==> config.mk <==
export PLATFORM = sky130hd
export DESIGN_NAME = vlan_cmd_engine
export DESIGN_NICKNAME = d
export VERILOG_FILES = /design/src/rtl/vct_pkg.sv /design/src/rtl/vct_ctrl.sv /design/src/rtl/vct_store.sv /design/src/rtl/vct_vid_bank.sv /design/src/rtl/vlan_cmd_engine.sv
export SDC_FILE = /design/constraint.sdc
export NUM_CORES = 1
export LEC_CHECK = 0
export BUFFER_PORTS_ARGS = -buffer_cell sky130_fd_sc_hd__buf_4
export CELL_PAD_IN_SITES_DETAIL_PLACEMENT = 0
export CELL_PAD_IN_SITES_GLOBAL_PLACEMENT = 1
export CORE_UTILIZATION = 50
export CTS_CLUSTER_DIAMETER = 150
export CTS_CLUSTER_SIZE = 30
export DETAILED_ROUTE_END_ITERATION = 16
export PLACE_DENSITY = 0.74
export SETUP_SLACK_MARGIN = 0.3
export SLEW_MARGIN = 10
export SYNTH_ARGS = -nofsm -noshare
export SYNTH_HDL_FRONTEND = slang
export SYNTH_SLANG_ARGS = --single-unit
==> constraint.sdc <==
create_clock -name clk -period 5.98 [get_ports clk]
set_input_delay 0.598 -clock clk [delete_from_list [all_inputs] [get_ports clk]]
set_output_delay 0.598 -clock clk [all_outputs]
set_load 0.005 [all_outputs]
==> src/rtl/vct_pkg.sv <==
package vct_pkg;
    typedef enum logic [1:0] {
        S_IDLE,
        S_DECODE,
        S_ACCESS,
        S_HOLD
    } vct_state_e;

    localparam int VCT_OP_W   = 3;
    localparam int VCT_OP_LSB = 12;
    localparam int VCT_IDX_W  = 12;
    localparam int VCT_GO_BIT = 31;

    localparam logic [VCT_OP_W-1:0] VCT_OP_READ  = 3'd0;
    localparam logic [VCT_OP_W-1:0] VCT_OP_WRITE = 3'd1;

    localparam int VCT_B_VALID   = 0;
    localparam int VCT_B_MEMBERS = 16;
    localparam int VCT_B_TAGEN   = 28;
    localparam int VCT_B_IVL     = 30;

    localparam int VCT_OFF_CMD  = 'h000;
    localparam int VCT_OFF_DWA  = 'h004;
    localparam int VCT_OFF_DWB  = 'h008;
    localparam int VCT_VID_BASE = 'h100;
endpackage

==> src/rtl/vct_ctrl.sv <==
module vct_ctrl
    import vct_pkg::*;
#(
    parameter int NUM_ENTRIES = 16,
    parameter int BUSY_CYCLES = 4
) (
    input  logic                 clk,
    input  logic                 rst_n,
    input  logic                 go,
    input  logic [VCT_OP_W-1:0]  go_op,
    input  logic [VCT_IDX_W-1:0] go_idx,
    output logic                 busy,
    output logic [VCT_OP_W-1:0]  op_q,
    output logic [VCT_IDX_W-1:0] idx_q,
    output logic                 idx_ok,
    output logic                 tbl_we,
    output logic                 dw_load
);
    localparam int CNT_W = $clog2(BUSY_CYCLES + 1);
    localparam logic [CNT_W-1:0] LAST_CNT = CNT_W'(BUSY_CYCLES - 1);

    vct_state_e       state_q, state_d;
    logic [CNT_W-1:0] cnt_q;

    always_comb begin
        state_d = state_q;
        unique case (state_q)
            S_IDLE:   if (go) state_d = S_DECODE;
            S_DECODE: state_d = S_ACCESS;
            S_ACCESS: state_d = S_HOLD;
            S_HOLD:   if (cnt_q == LAST_CNT) state_d = S_IDLE;
            default:  state_d = S_IDLE;
        endcase
    end

    always_ff @(posedge clk or negedge rst_n) begin
        if (!rst_n) state_q <= S_IDLE;
        else        state_q <= state_d;
    end

    always_ff @(posedge clk or negedge rst_n) begin
        if (!rst_n) begin
            op_q  <= '0;
            idx_q <= '0;
            cnt_q <= '0;
        end else if (state_q == S_IDLE) begin
            if (go) begin
                op_q  <= go_op;
                idx_q <= go_idx;
                cnt_q <= '0;
            end
        end else begin
            cnt_q <= cnt_q + 1'b1;
        end
    end

    always_comb begin
        busy    = (state_q != S_IDLE);
        idx_ok  = (idx_q < VCT_IDX_W'(NUM_ENTRIES));
        tbl_we  = (state_q == S_ACCESS) && (op_q == VCT_OP_WRITE) && idx_ok;
        dw_load = (state_q == S_ACCESS) && (op_q == VCT_OP_READ);
    end


    start_accept_chk: assert property (@(posedge clk) disable iff (!rst_n)
        (go && !busy) |=> busy);

    busy_len_chk: assert property (@(posedge clk) disable iff (!rst_n)
        busy |-> (cnt_q < CNT_W'(BUSY_CYCLES)));

    cmd_freeze_chk: assert property (@(posedge clk) disable iff (!rst_n)
        busy |=> ($stable(op_q) && $stable(idx_q)));

    access_excl_chk: assert property (@(posedge clk) disable iff (!rst_n)
        $onehot0({tbl_we, dw_load}));
endmodule

==> src/rtl/vct_store.sv <==
module vct_store #(
    parameter int NUM_ENTRIES = 16,
    parameter int NUM_PORTS   = 8,
    localparam int IDX_W      = $clog2(NUM_ENTRIES),
    localparam int EGR_W      = 2 * NUM_PORTS
) (
    input  logic                 clk,
    input  logic                 rst_n,
    input  logic                 we,
    input  logic [IDX_W-1:0]     wr_idx,
    input  logic                 wr_valid,
    input  logic [NUM_PORTS-1:0] wr_members,
    input  logic                 wr_tag_en,
    input  logic                 wr_ivl,
    input  logic [EGR_W-1:0]     wr_egress,
    input  logic [IDX_W-1:0]     rd_idx,
    output logic                 rd_valid,
    output logic [NUM_PORTS-1:0] rd_members,
    output logic                 rd_tag_en,
    output logic                 rd_ivl,
    output logic [EGR_W-1:0]     rd_egress,
    input  logic [IDX_W-1:0]     lk_idx,
    output logic                 lk_valid,
    output logic [NUM_PORTS-1:0] lk_members,
    output logic                 lk_tag_en,
    output logic                 lk_ivl,
    output logic [EGR_W-1:0]     lk_egress
);
    logic [NUM_ENTRIES-1:0] valid_q, tag_q, ivl_q;
    logic [NUM_PORTS-1:0]   mem_q [NUM_ENTRIES];
    logic [EGR_W-1:0]       egr_q [NUM_ENTRIES];

    always_ff @(posedge clk or negedge rst_n) begin
        if (!rst_n) begin
            valid_q <= '0;
            tag_q   <= '0;
            ivl_q   <= '0;
            for (int e = 0; e < NUM_ENTRIES; e++) begin
                mem_q[e] <= '0;
                egr_q[e] <= '0;
            end
        end else if (we) begin
            valid_q[wr_idx] <= wr_valid;
            tag_q[wr_idx]   <= wr_tag_en;
            ivl_q[wr_idx]   <= wr_ivl;
            mem_q[wr_idx]   <= wr_members;
            egr_q[wr_idx]   <= wr_egress;
        end
    end

    always_comb begin
        rd_valid   = valid_q[rd_idx];
        rd_members = mem_q[rd_idx];
        rd_tag_en  = tag_q[rd_idx];
        rd_ivl     = ivl_q[rd_idx];
        rd_egress  = egr_q[rd_idx];
        lk_valid   = valid_q[lk_idx];
        lk_members = mem_q[lk_idx];
        lk_tag_en  = tag_q[lk_idx];
        lk_ivl     = ivl_q[lk_idx];
        lk_egress  = egr_q[lk_idx];
    end


    invalid_store_chk: assert property (@(posedge clk) disable iff (!rst_n)
        (we && !wr_valid) |=> !valid_q[$past(wr_idx)]);
endmodule

==> src/rtl/vct_vid_bank.sv <==
module vct_vid_bank #(
    parameter int NUM_ENTRIES = 16,
    parameter int VID_W       = 12,
    localparam int IDX_W      = $clog2(NUM_ENTRIES),
    localparam int NPAIRS     = NUM_ENTRIES / 2,
    localparam int PAIR_W     = (NPAIRS > 1) ? $clog2(NPAIRS) : 1
) (
    input  logic               clk,
    input  logic               rst_n,
    input  logic               we,
    input  logic [PAIR_W-1:0]  pair,
    input  logic [2*VID_W-1:0] wdata,
    output logic [2*VID_W-1:0] rdata,
    input  logic [IDX_W-1:0]   lk_idx,
    output logic [VID_W-1:0]   lk_vid
);
    logic [VID_W-1:0] vid_q [NUM_ENTRIES];

    for (genvar p = 0; p < NPAIRS; p++) begin : g_pair
        always_ff @(posedge clk or negedge rst_n) begin
            if (!rst_n) begin
                vid_q[2*p]   <= VID_W'(2*p);
                vid_q[2*p+1] <= VID_W'(2*p+1);
            end else if (we && (pair == PAIR_W'(p))) begin
                vid_q[2*p]   <= wdata[VID_W-1:0];
                vid_q[2*p+1] <= wdata[2*VID_W-1:VID_W];
            end
        end
    end

    always_comb begin
        rdata  = {vid_q[{pair, 1'b1}], vid_q[{pair, 1'b0}]};
        lk_vid = vid_q[lk_idx];
    end


    vid_pair_chk: assert property (@(posedge clk) disable iff (!rst_n)
        we |=> (vid_q[{$past(pair), 1'b0}] == $past(wdata[VID_W-1:0])));
endmodule

==> src/rtl/vlan_cmd_engine.sv <==
module vlan_cmd_engine
    import vct_pkg::*;
#(
    parameter int NUM_PORTS   = 8,
    parameter int NUM_ENTRIES = 16,
    parameter int VID_W       = 12,
    parameter int BUSY_CYCLES = 4,
    parameter int ADDR_W      = 12,
    localparam int IDX_W      = $clog2(NUM_ENTRIES),
    localparam int EGR_W      = 2 * NUM_PORTS
) (
    input  logic                 clk,
    input  logic                 rst_n,
    input  logic                 host_we,
    input  logic [ADDR_W-1:0]    host_addr,
    input  logic [31:0]          host_wdata,
    output logic [31:0]          host_rdata,
    input  logic [IDX_W-1:0]     lk_idx,
    output logic                 lk_valid,
    output logic [NUM_PORTS-1:0] lk_members,
    output logic                 lk_tag_en,
    output logic                 lk_ivl,
    output logic [EGR_W-1:0]     lk_egress,
    output logic [VID_W-1:0]     lk_vid
);
    localparam int NPAIRS = NUM_ENTRIES / 2;
    localparam int PAIR_W = (NPAIRS > 1) ? $clog2(NPAIRS) : 1;
    localparam logic [ADDR_W-1:0] A_CMD  = ADDR_W'(VCT_OFF_CMD);
    localparam logic [ADDR_W-1:0] A_DWA  = ADDR_W'(VCT_OFF_DWA);
    localparam logic [ADDR_W-1:0] A_DWB  = ADDR_W'(VCT_OFF_DWB);
    localparam logic [ADDR_W-1:0] A_VID  = ADDR_W'(VCT_VID_BASE);
    localparam logic [ADDR_W-1:0] A_VEND = ADDR_W'(VCT_VID_BASE + 4 * NPAIRS);

    logic                 go, busy, idx_ok, tbl_we, dw_load;
    logic [VCT_OP_W-1:0]  op_q;
    logic [VCT_IDX_W-1:0] idx_q;
    logic [31:0]          dwa_q, dwb_q, rd_word_a;
    logic                 rd_valid, rd_tag_en, rd_ivl;
    logic [NUM_PORTS-1:0] rd_members;
    logic [EGR_W-1:0]     rd_egress;
    logic                 vid_hit;
    logic [ADDR_W-1:0]    vid_off;
    logic [PAIR_W-1:0]    vid_pair;
    logic [2*VID_W-1:0]   vid_rdata;

    assign go = host_we && (host_addr == A_CMD) && host_wdata[VCT_GO_BIT];

    vct_ctrl #(.NUM_ENTRIES(NUM_ENTRIES), .BUSY_CYCLES(BUSY_CYCLES)) u_ctrl (
        .clk(clk), .rst_n(rst_n), .go(go),
        .go_op(host_wdata[VCT_OP_LSB +: VCT_OP_W]),
        .go_idx(host_wdata[VCT_IDX_W-1:0]),
        .busy(busy), .op_q(op_q), .idx_q(idx_q), .idx_ok(idx_ok),
        .tbl_we(tbl_we), .dw_load(dw_load)
    );

    vct_store #(.NUM_ENTRIES(NUM_ENTRIES), .NUM_PORTS(NUM_PORTS)) u_store (
        .clk(clk), .rst_n(rst_n), .we(tbl_we), .wr_idx(idx_q[IDX_W-1:0]),
        .wr_valid(dwa_q[VCT_B_VALID]),
        .wr_members(dwa_q[VCT_B_MEMBERS +: NUM_PORTS]),
        .wr_tag_en(dwa_q[VCT_B_TAGEN]), .wr_ivl(dwa_q[VCT_B_IVL]),
        .wr_egress(dwb_q[EGR_W-1:0]), .rd_idx(idx_q[IDX_W-1:0]),
        .rd_valid(rd_valid), .rd_members(rd_members), .rd_tag_en(rd_tag_en),
        .rd_ivl(rd_ivl), .rd_egress(rd_egress), .lk_idx(lk_idx),
        .lk_valid(lk_valid), .lk_members(lk_members), .lk_tag_en(lk_tag_en),
        .lk_ivl(lk_ivl), .lk_egress(lk_egress)
    );

    always_comb begin
        vid_off  = host_addr - A_VID;
        vid_pair = vid_off[PAIR_W+1:2];
        vid_hit  = (host_addr >= A_VID) && (host_addr < A_VEND) && (host_addr[1:0] == 2'b00);
    end

    vct_vid_bank #(.NUM_ENTRIES(NUM_ENTRIES), .VID_W(VID_W)) u_vid (
        .clk(clk), .rst_n(rst_n), .we(host_we && vid_hit), .pair(vid_pair),
        .wdata(host_wdata[2*VID_W-1:0]), .rdata(vid_rdata),
        .lk_idx(lk_idx), .lk_vid(lk_vid)
    );

    always_comb begin
        rd_word_a                              = '0;
        rd_word_a[VCT_B_VALID]                 = rd_valid;
        rd_word_a[VCT_B_MEMBERS +: NUM_PORTS]  = rd_members;
        rd_word_a[VCT_B_TAGEN]                 = rd_tag_en;
        rd_word_a[VCT_B_IVL]                   = rd_ivl;
    end

    always_ff @(posedge clk or negedge rst_n) begin
        if (!rst_n) begin
            dwa_q <= '0;
            dwb_q <= '0;
        end else if (dw_load) begin
            dwa_q <= idx_ok ? rd_word_a : '0;
            dwb_q <= idx_ok ? 32'(rd_egress) : '0;
        end else if (host_we) begin
            if (host_addr == A_DWA) dwa_q <= host_wdata;
            if (host_addr == A_DWB) dwb_q <= host_wdata;
        end
    end

    always_comb begin
        host_rdata = '0;
        if (host_addr == A_CMD) begin
            host_rdata[VCT_GO_BIT]                 = busy;
            host_rdata[VCT_OP_LSB +: VCT_OP_W]     = op_q;
            host_rdata[VCT_IDX_W-1:0]              = idx_q;
        end else if (host_addr == A_DWA) begin
            host_rdata = dwa_q;
        end else if (host_addr == A_DWB) begin
            host_rdata = dwb_q;
        end else if (vid_hit) begin
            host_rdata[2*VID_W-1:0] = vid_rdata;
        end
    end


    read_load_chk: assert property (@(posedge clk) disable iff (!rst_n)
        (dw_load && idx_ok) |=> (dwa_q == $past(rd_word_a)));

    oor_zero_chk: assert property (@(posedge clk) disable iff (!rst_n)
        (dw_load && (idx_q >= VCT_IDX_W'(NUM_ENTRIES))) |=> (dwa_q == '0 && dwb_q == '0));
endmodule

# Yosys cells after proc, flatten, opt, wreduce, memory -nomap -nowiden
# Cells that the tools add are included.
# totals
input_bits,51
ff_bits,708
wordCells,185
# op_classes
reduce_logical,31
n_bitwise,4
n_eq_ne,16
addsub,2
mux,64
n_lt_le_gt_ge,11
# ops
op,n
256-bit bitwise mux,1
32-bit two-way mux,7
12-bit binary-select mux with 4-bit select,3
16-bit binary-select mux with 4-bit select,2
128-bit bitwise mux,1
16-bit two-way mux,7
12-bit two-way mux,6
8-bit binary-select mux with 4-bit select,2
16-bit demux with 4-bit select,1
16-bit bitwise mux,3
24-bit two-way mux,2
8-bit two-way mux,6
8-bit demux with 4-bit select,1
31-bit two-way mux,1
1-bit binary-select mux with 4-bit select,6
5-bit >= comparator (second input constant),4
4-bit NOT with 5-bit output,4
1-bit logical AND,18
15-bit two-way mux,1
12-bit by 3-bit equality test with 1-bit output (second input constant),1
12-bit by 4-bit equality test with 1-bit output (second input constant),1
3-bit equality test (second input constant),4
12-bit by 9-bit >= comparator with 1-bit output (second input constant),1
12-bit logical NOT,1
22 further kinds,44

# Depth between registers and ports, before layout
# depth
ltp_word,9
mapped_depth,8

# Modules after synthesis
# A second synthesis with hierarchy kept.
# unflattened
hier_cells,2486
hier_area_um2,37086.8
# by_module_without_submodules
module,cells_each,area_per_inst_um2,instances
vct_store,1409,22477.8,1
vct_vid_bank,600,10143.5,1
vlan_cmd_engine,412,3579.7,1
vct_ctrl,65,885.8,1

# Worst setup path before layout
# No wires, ideal clock.
# synth_path
path_type,input to output
from,in lk_idx[0]
to,out lk_egress[13]
t_required_ns,5.382
path_buffers,2
arrival_ns,2.424
slack_ns,2.958
stages,4
path_cell_list,clkbuf_1 buf_1 mux4_2 mux4_2
# synth_via
elab_chain_cells,4
# synth_rtl
item,line_no,text
"start, declared",vlan_cmd_engine.sv:18,"input logic [IDX_W-1:0] lk_idx,"
4-bit NOT with 5-bit output (implied by the code),vct_store.sv:61,lk_egress = egr_q[lk_idx];
16-bit binary-select mux with 4-bit select,vct_store.sv:61,
16-bit two-way mux (implied by the code) (2 in series),vct_store.sv:61,
"end, declared",vlan_cmd_engine.sv:23,"output logic [EGR_W-1:0] lk_egress,"
# Every way passes these cells. The select of a mux whose other input is x is not followed.

# Worst setup path after layout
# layout_path
from,in host_addr[3]
to,out host_rdata[9]
# layout_via
elab_chain_cells,9
# layout_rtl
item,line_no,text
"start, declared",vlan_cmd_engine.sv:15,"input logic [ADDR_W-1:0] host_addr,"
5-bit by 1-bit subtractor with 5-bit output,vlan_cmd_engine.sv:69,vid_off = host_addr - A_VID;
4-bit NOT with 5-bit output (implied by the code),vct_vid_bank.sv:32,"rdata = {vid_q[{pair, 1'b1}], vid_q[{pair, 1'b0}]};"
12-bit binary-select mux with 4-bit select,vct_vid_bank.sv:32,
12-bit two-way mux (implied by the code) (2 in series),vct_vid_bank.sv:32,
24-bit two-way mux,vlan_cmd_engine.sv:111,end else if (vid_hit) begin
24-bit two-way mux,vlan_cmd_engine.sv:109,end else if (host_addr == A_DWB) begin
32-bit two-way mux,vlan_cmd_engine.sv:107,end else if (host_addr == A_DWA) begin
15-bit two-way mux *,vlan_cmd_engine.sv:103,if (host_addr == A_CMD) begin
"end, declared",vlan_cmd_engine.sv:17,"output logic [31:0] host_rdata,"
# Mark *: on every way between the ends. The rest lies on a longest branch, timed or not. The select of a mux whose other input is x is not followed.

==> impl_metrics.env <==
export IMPL_leakagePower_nw=18.1
export IMPL_synth_seq_cells=708
export IMPL_crit_path_max_incr_delay_ns=0.55
export IMPL_rr_startpoint="u_ctrl.idx_q[1]"
export IMPL_p_clk_share_pct=27.3
export IMPL_antenna_found_initial=2
export IMPL_cts_resized=0
export IMPL_p_total_mw=8.90
export IMPL_worst_setup_path_type="in2out"
export IMPL_clock_fmax_mhz=266
export IMPL_netlist_cell_type_count=48
export IMPL_dp_hpwl_mm=63.7
export IMPL_yosys_area_top_type="dfrtp_1"
export IMPL_clock_path_buffers=3
export IMPL_place_congestion=0.829
export IMPL_maxSlewHeadroom_pct=16.2
export IMPL_power_density_nw_per_um2=225
export IMPL_syn_nets=2496
export IMPL_routed_wl_mm=107
export IMPL_synth_ff_type="dfrtp_1"
export IMPL_setup_violations=0
export IMPL_hold_viol_final=0
export IMPL_cp_common_cell="buf_4"
export IMPL_dieArea_um2=75500
export IMPL_crit_fanout=54
export IMPL_fin_worst_skew_ns=0.0225
export IMPL_rows=99
export IMPL_swShare_pct=30.8
export IMPL_min_from="host_wdata[25]"
export IMPL_crit_start="host_addr[3]"
export IMPL_period_share_pct=62.9
export IMPL_dieWidth_um=275
export IMPL_die_h_um=275
export IMPL_drc_errors=4
export IMPL_clkTransAtPathRegs_ns=0.12
export IMPL_tns_ns=0
export IMPL_routedWlPerCell_um=31.7
export IMPL_wl_met2_mm=52.8
export IMPL_cp_start_kind="input port"
export IMPL_grt_start_max_net_pins=176
export IMPL_yosysWarnings=0
export IMPL_cp_cell_sequence="buf_4 > buf_4 > mux4_2 > mux2i_1 > a2bb2oi_1 > a21oi_1 > buf_4"
export IMPL_p_sw_mw=2.74
export IMPL_grt_pass1_wl_mm=162
export IMPL_first_pass_iters=11
export IMPL_synth_cells=2440
export IMPL_root_buffer="clkbuf_16"
export IMPL_cts_tree="built"
export IMPL_maxCapViolations=0
export IMPL_violations="design-rule violations"
export IMPL_route_layer_met1_wl_mm=44.8
export IMPL_internal_power_mw=6.16
export IMPL_cts_made_buffers=27
export IMPL_wl_met3_mm=6.40
export IMPL_endpoint_kind="output port"
export IMPL_required_ns=5.38
export IMPL_worstSkewPairLatency_ns=0.64
export IMPL_grt_overflow_total=0
export IMPL_worstPathArrival_ns=3.17
export IMPL_crit_slowest_cell="buf_4"
export IMPL_synth_top_area_share_pct=45.5
export IMPL_n_antenna_cell=0
export IMPL_synth_edf_count=0
export IMPL_slew_violations=0
export IMPL_outcome="finished, violations left"
export IMPL_fin_crit_ns=3.76
export IMPL_place_port_buffers=121
export IMPL_initial_utilization_pct=50.7
export IMPL_synth_area_leaders="dfrtp_1, mux2_2, mux4_2"
export IMPL_syn_area_um2=37200
export IMPL_vias_per_cell=6.78
export IMPL_fin_util_pct=54.0
export IMPL_placeableCoreArea_um2=73300
export IMPL_drt_iter0_drc=1893
export IMPL_drive_gt1_share_pct=52.8
export IMPL_worst_slew_pin_slew_ns=1.26
export IMPL_peakVddDrop_mv=0.215
export IMPL_top_layer_used="met5"
export IMPL_pin_count=122
export IMPL_grt_setup_unrepaired="no"
export IMPL_seq_power_share_pct=61.1
export IMPL_cts_max_level=1
export IMPL_track_usage_pct=29.0
export IMPL_grt_pass1_vias=24100
export IMPL_worstHoldPathType="in2reg"
export IMPL_setup_slack_ns=2.22
export IMPL_vias=23000
export IMPL_cts_sinks=708
export IMPL_antenna_left=0
export IMPL_seq_area_frac_synth_pct=47.7
export IMPL_hold_slack_ns=0.189
export IMPL_power_frac_comb_pct=11.6
export IMPL_async_flop_share_pct=100
export IMPL_dp_slack_ns=2.13
export IMPL_final_nets=2463
export IMPL_area_growth_pct=6.48
export IMPL_avgSynthCellArea_um2=15.2
[critical path, delay by kind of cell]
kind	cells	cell delay [ns]
buffers and inverters	3	1.24
muxes	2	0.89
AOI/OAI and AO/OA	2	0.35
[synthesized netlist by cell type (3+ instances only)]
cell	count
ha_1	5
nand2b_1	5
dfstp_2	32
o22ai_1	65
inv_1	20
mux2_1	14
clkbuf_1	107
nor2_1	60
a2bb2oi_1	42
nor3_2	4
nor3_4	6
nand4_1	3
nor4_4	6
dfrtp_1	676
mux2i_1	57
o21ai_0	41
mux4_2	324
buf_4	20
or4_1	27
a21oi_1	36
mux2_2	680
nand2_1	46
a22oi_1	16
nor2b_1	5
buf_1	34
nor2_2	6
buf_2	76
[registers in the layout, indices dropped and copies added (netlist names), 12 cells and up]
| register | cells |
|---|---|
| dwa_q | 32 |
| dwb_q | 32 |
| u_ctrl.idx_q | 12 |
| u_store.egr_q | 256 |
| u_store.ivl_q | 16 |
| u_store.mem_q | 128 |
| u_store.tag_q | 16 |
| u_store.valid_q | 16 |
| u_vid.vid_q | 192 |
[per-layer routing]
layer / vias to the layer above / track usage, %
li1: 9342 / -
met1: 12700 / 40.3
met2: 770 / 47.6
met3: 183 / 4.28
met4: 2 / 8.33
met5: - / 0
[worst paths after layout]
check                               endpoint  slack (ns)  cells past startpoint
max                            host_rdata[9]        2.22                      7
min                                dwa_q[25]        0.19                      3
max reg2reg                        dwa_q[22]        2.53                      5
min reg2reg                  u_ctrl.cnt_q[0]        0.49                      1
max in group asynchronous    u_ctrl.idx_q[1]        3.90                      3
min in group asynchronous  u_ctrl.state_q[1]        0.53                      2
[cell type report]
type                       instances  area, µm²
clock buffer                      48        754
clock inverter                     2       25.0
fill                            5974      33700
inverter                          20       75.1
multi-input combinational       1475      18400
sequential                       708      17800
tap                              959       1200
timing repair buffer             175       1410
[through the flow]
stage | instance area (µm²) | instances
6_report | 39600 | 3387
5_1_grt | 39600 | 3387
4_1_cts | 39600 | 3387
3_5_place_dp | 38800 | 3336
3_3_place_gp | 38800 | 3336
2_1_floorplan | 37200 | 2440
[kinds of logic (layout without fill, tap and decap cells)]
| logic type | Yosys count | in the layout | synth area share (%) |
|---|---|---|---|
| flops | 708 | 708 | 47.7 |
| mux | 1075 | 1075 | 42.2 |
| buf+inv | 257 | 245 | 3.05 |
| compound gates | 204 | 204 | 3.54 |
| simple gates | 191 | 191 | 3.35 |
| fa+ha+maj | 5 | 5 | 0.168 |
[power by group through the flow]
stage | Sequential, mW | Clock [mW] | Combinational, mW
floorplan | 5.14 | 0 | 0.775
global placement | 5.50 | 0 | 1.02
detailed placement | 5.53 | 0 | 1.04
CTS | 5.43 | 2.47 | 1.04
global route | 5.48 | 2.64 | 1.10
finish | 5.44 | 2.43 | 1.04
[timing repair]
action                    4_1_cts  5_1_grt
hold endpoints to repair       64        0
hold buffers                    1        0
buffers inserted                0        0
[layout by cell type (no fill, tap or decap), types with 27 or more instances in the layout]
master	count
mux4_2	324
a2bb2oi_1	42
o22ai_1	65
a21oi_1	36
mux2_2	680
dfstp_2	32
clkbuf_16	27
nand2_1	46
or4_1	27
nor2_1	57
buf_4	165
mux2i_1	57
dfrtp_1	673
o21ai_0	41
Power figures use the tool's default switching activity.
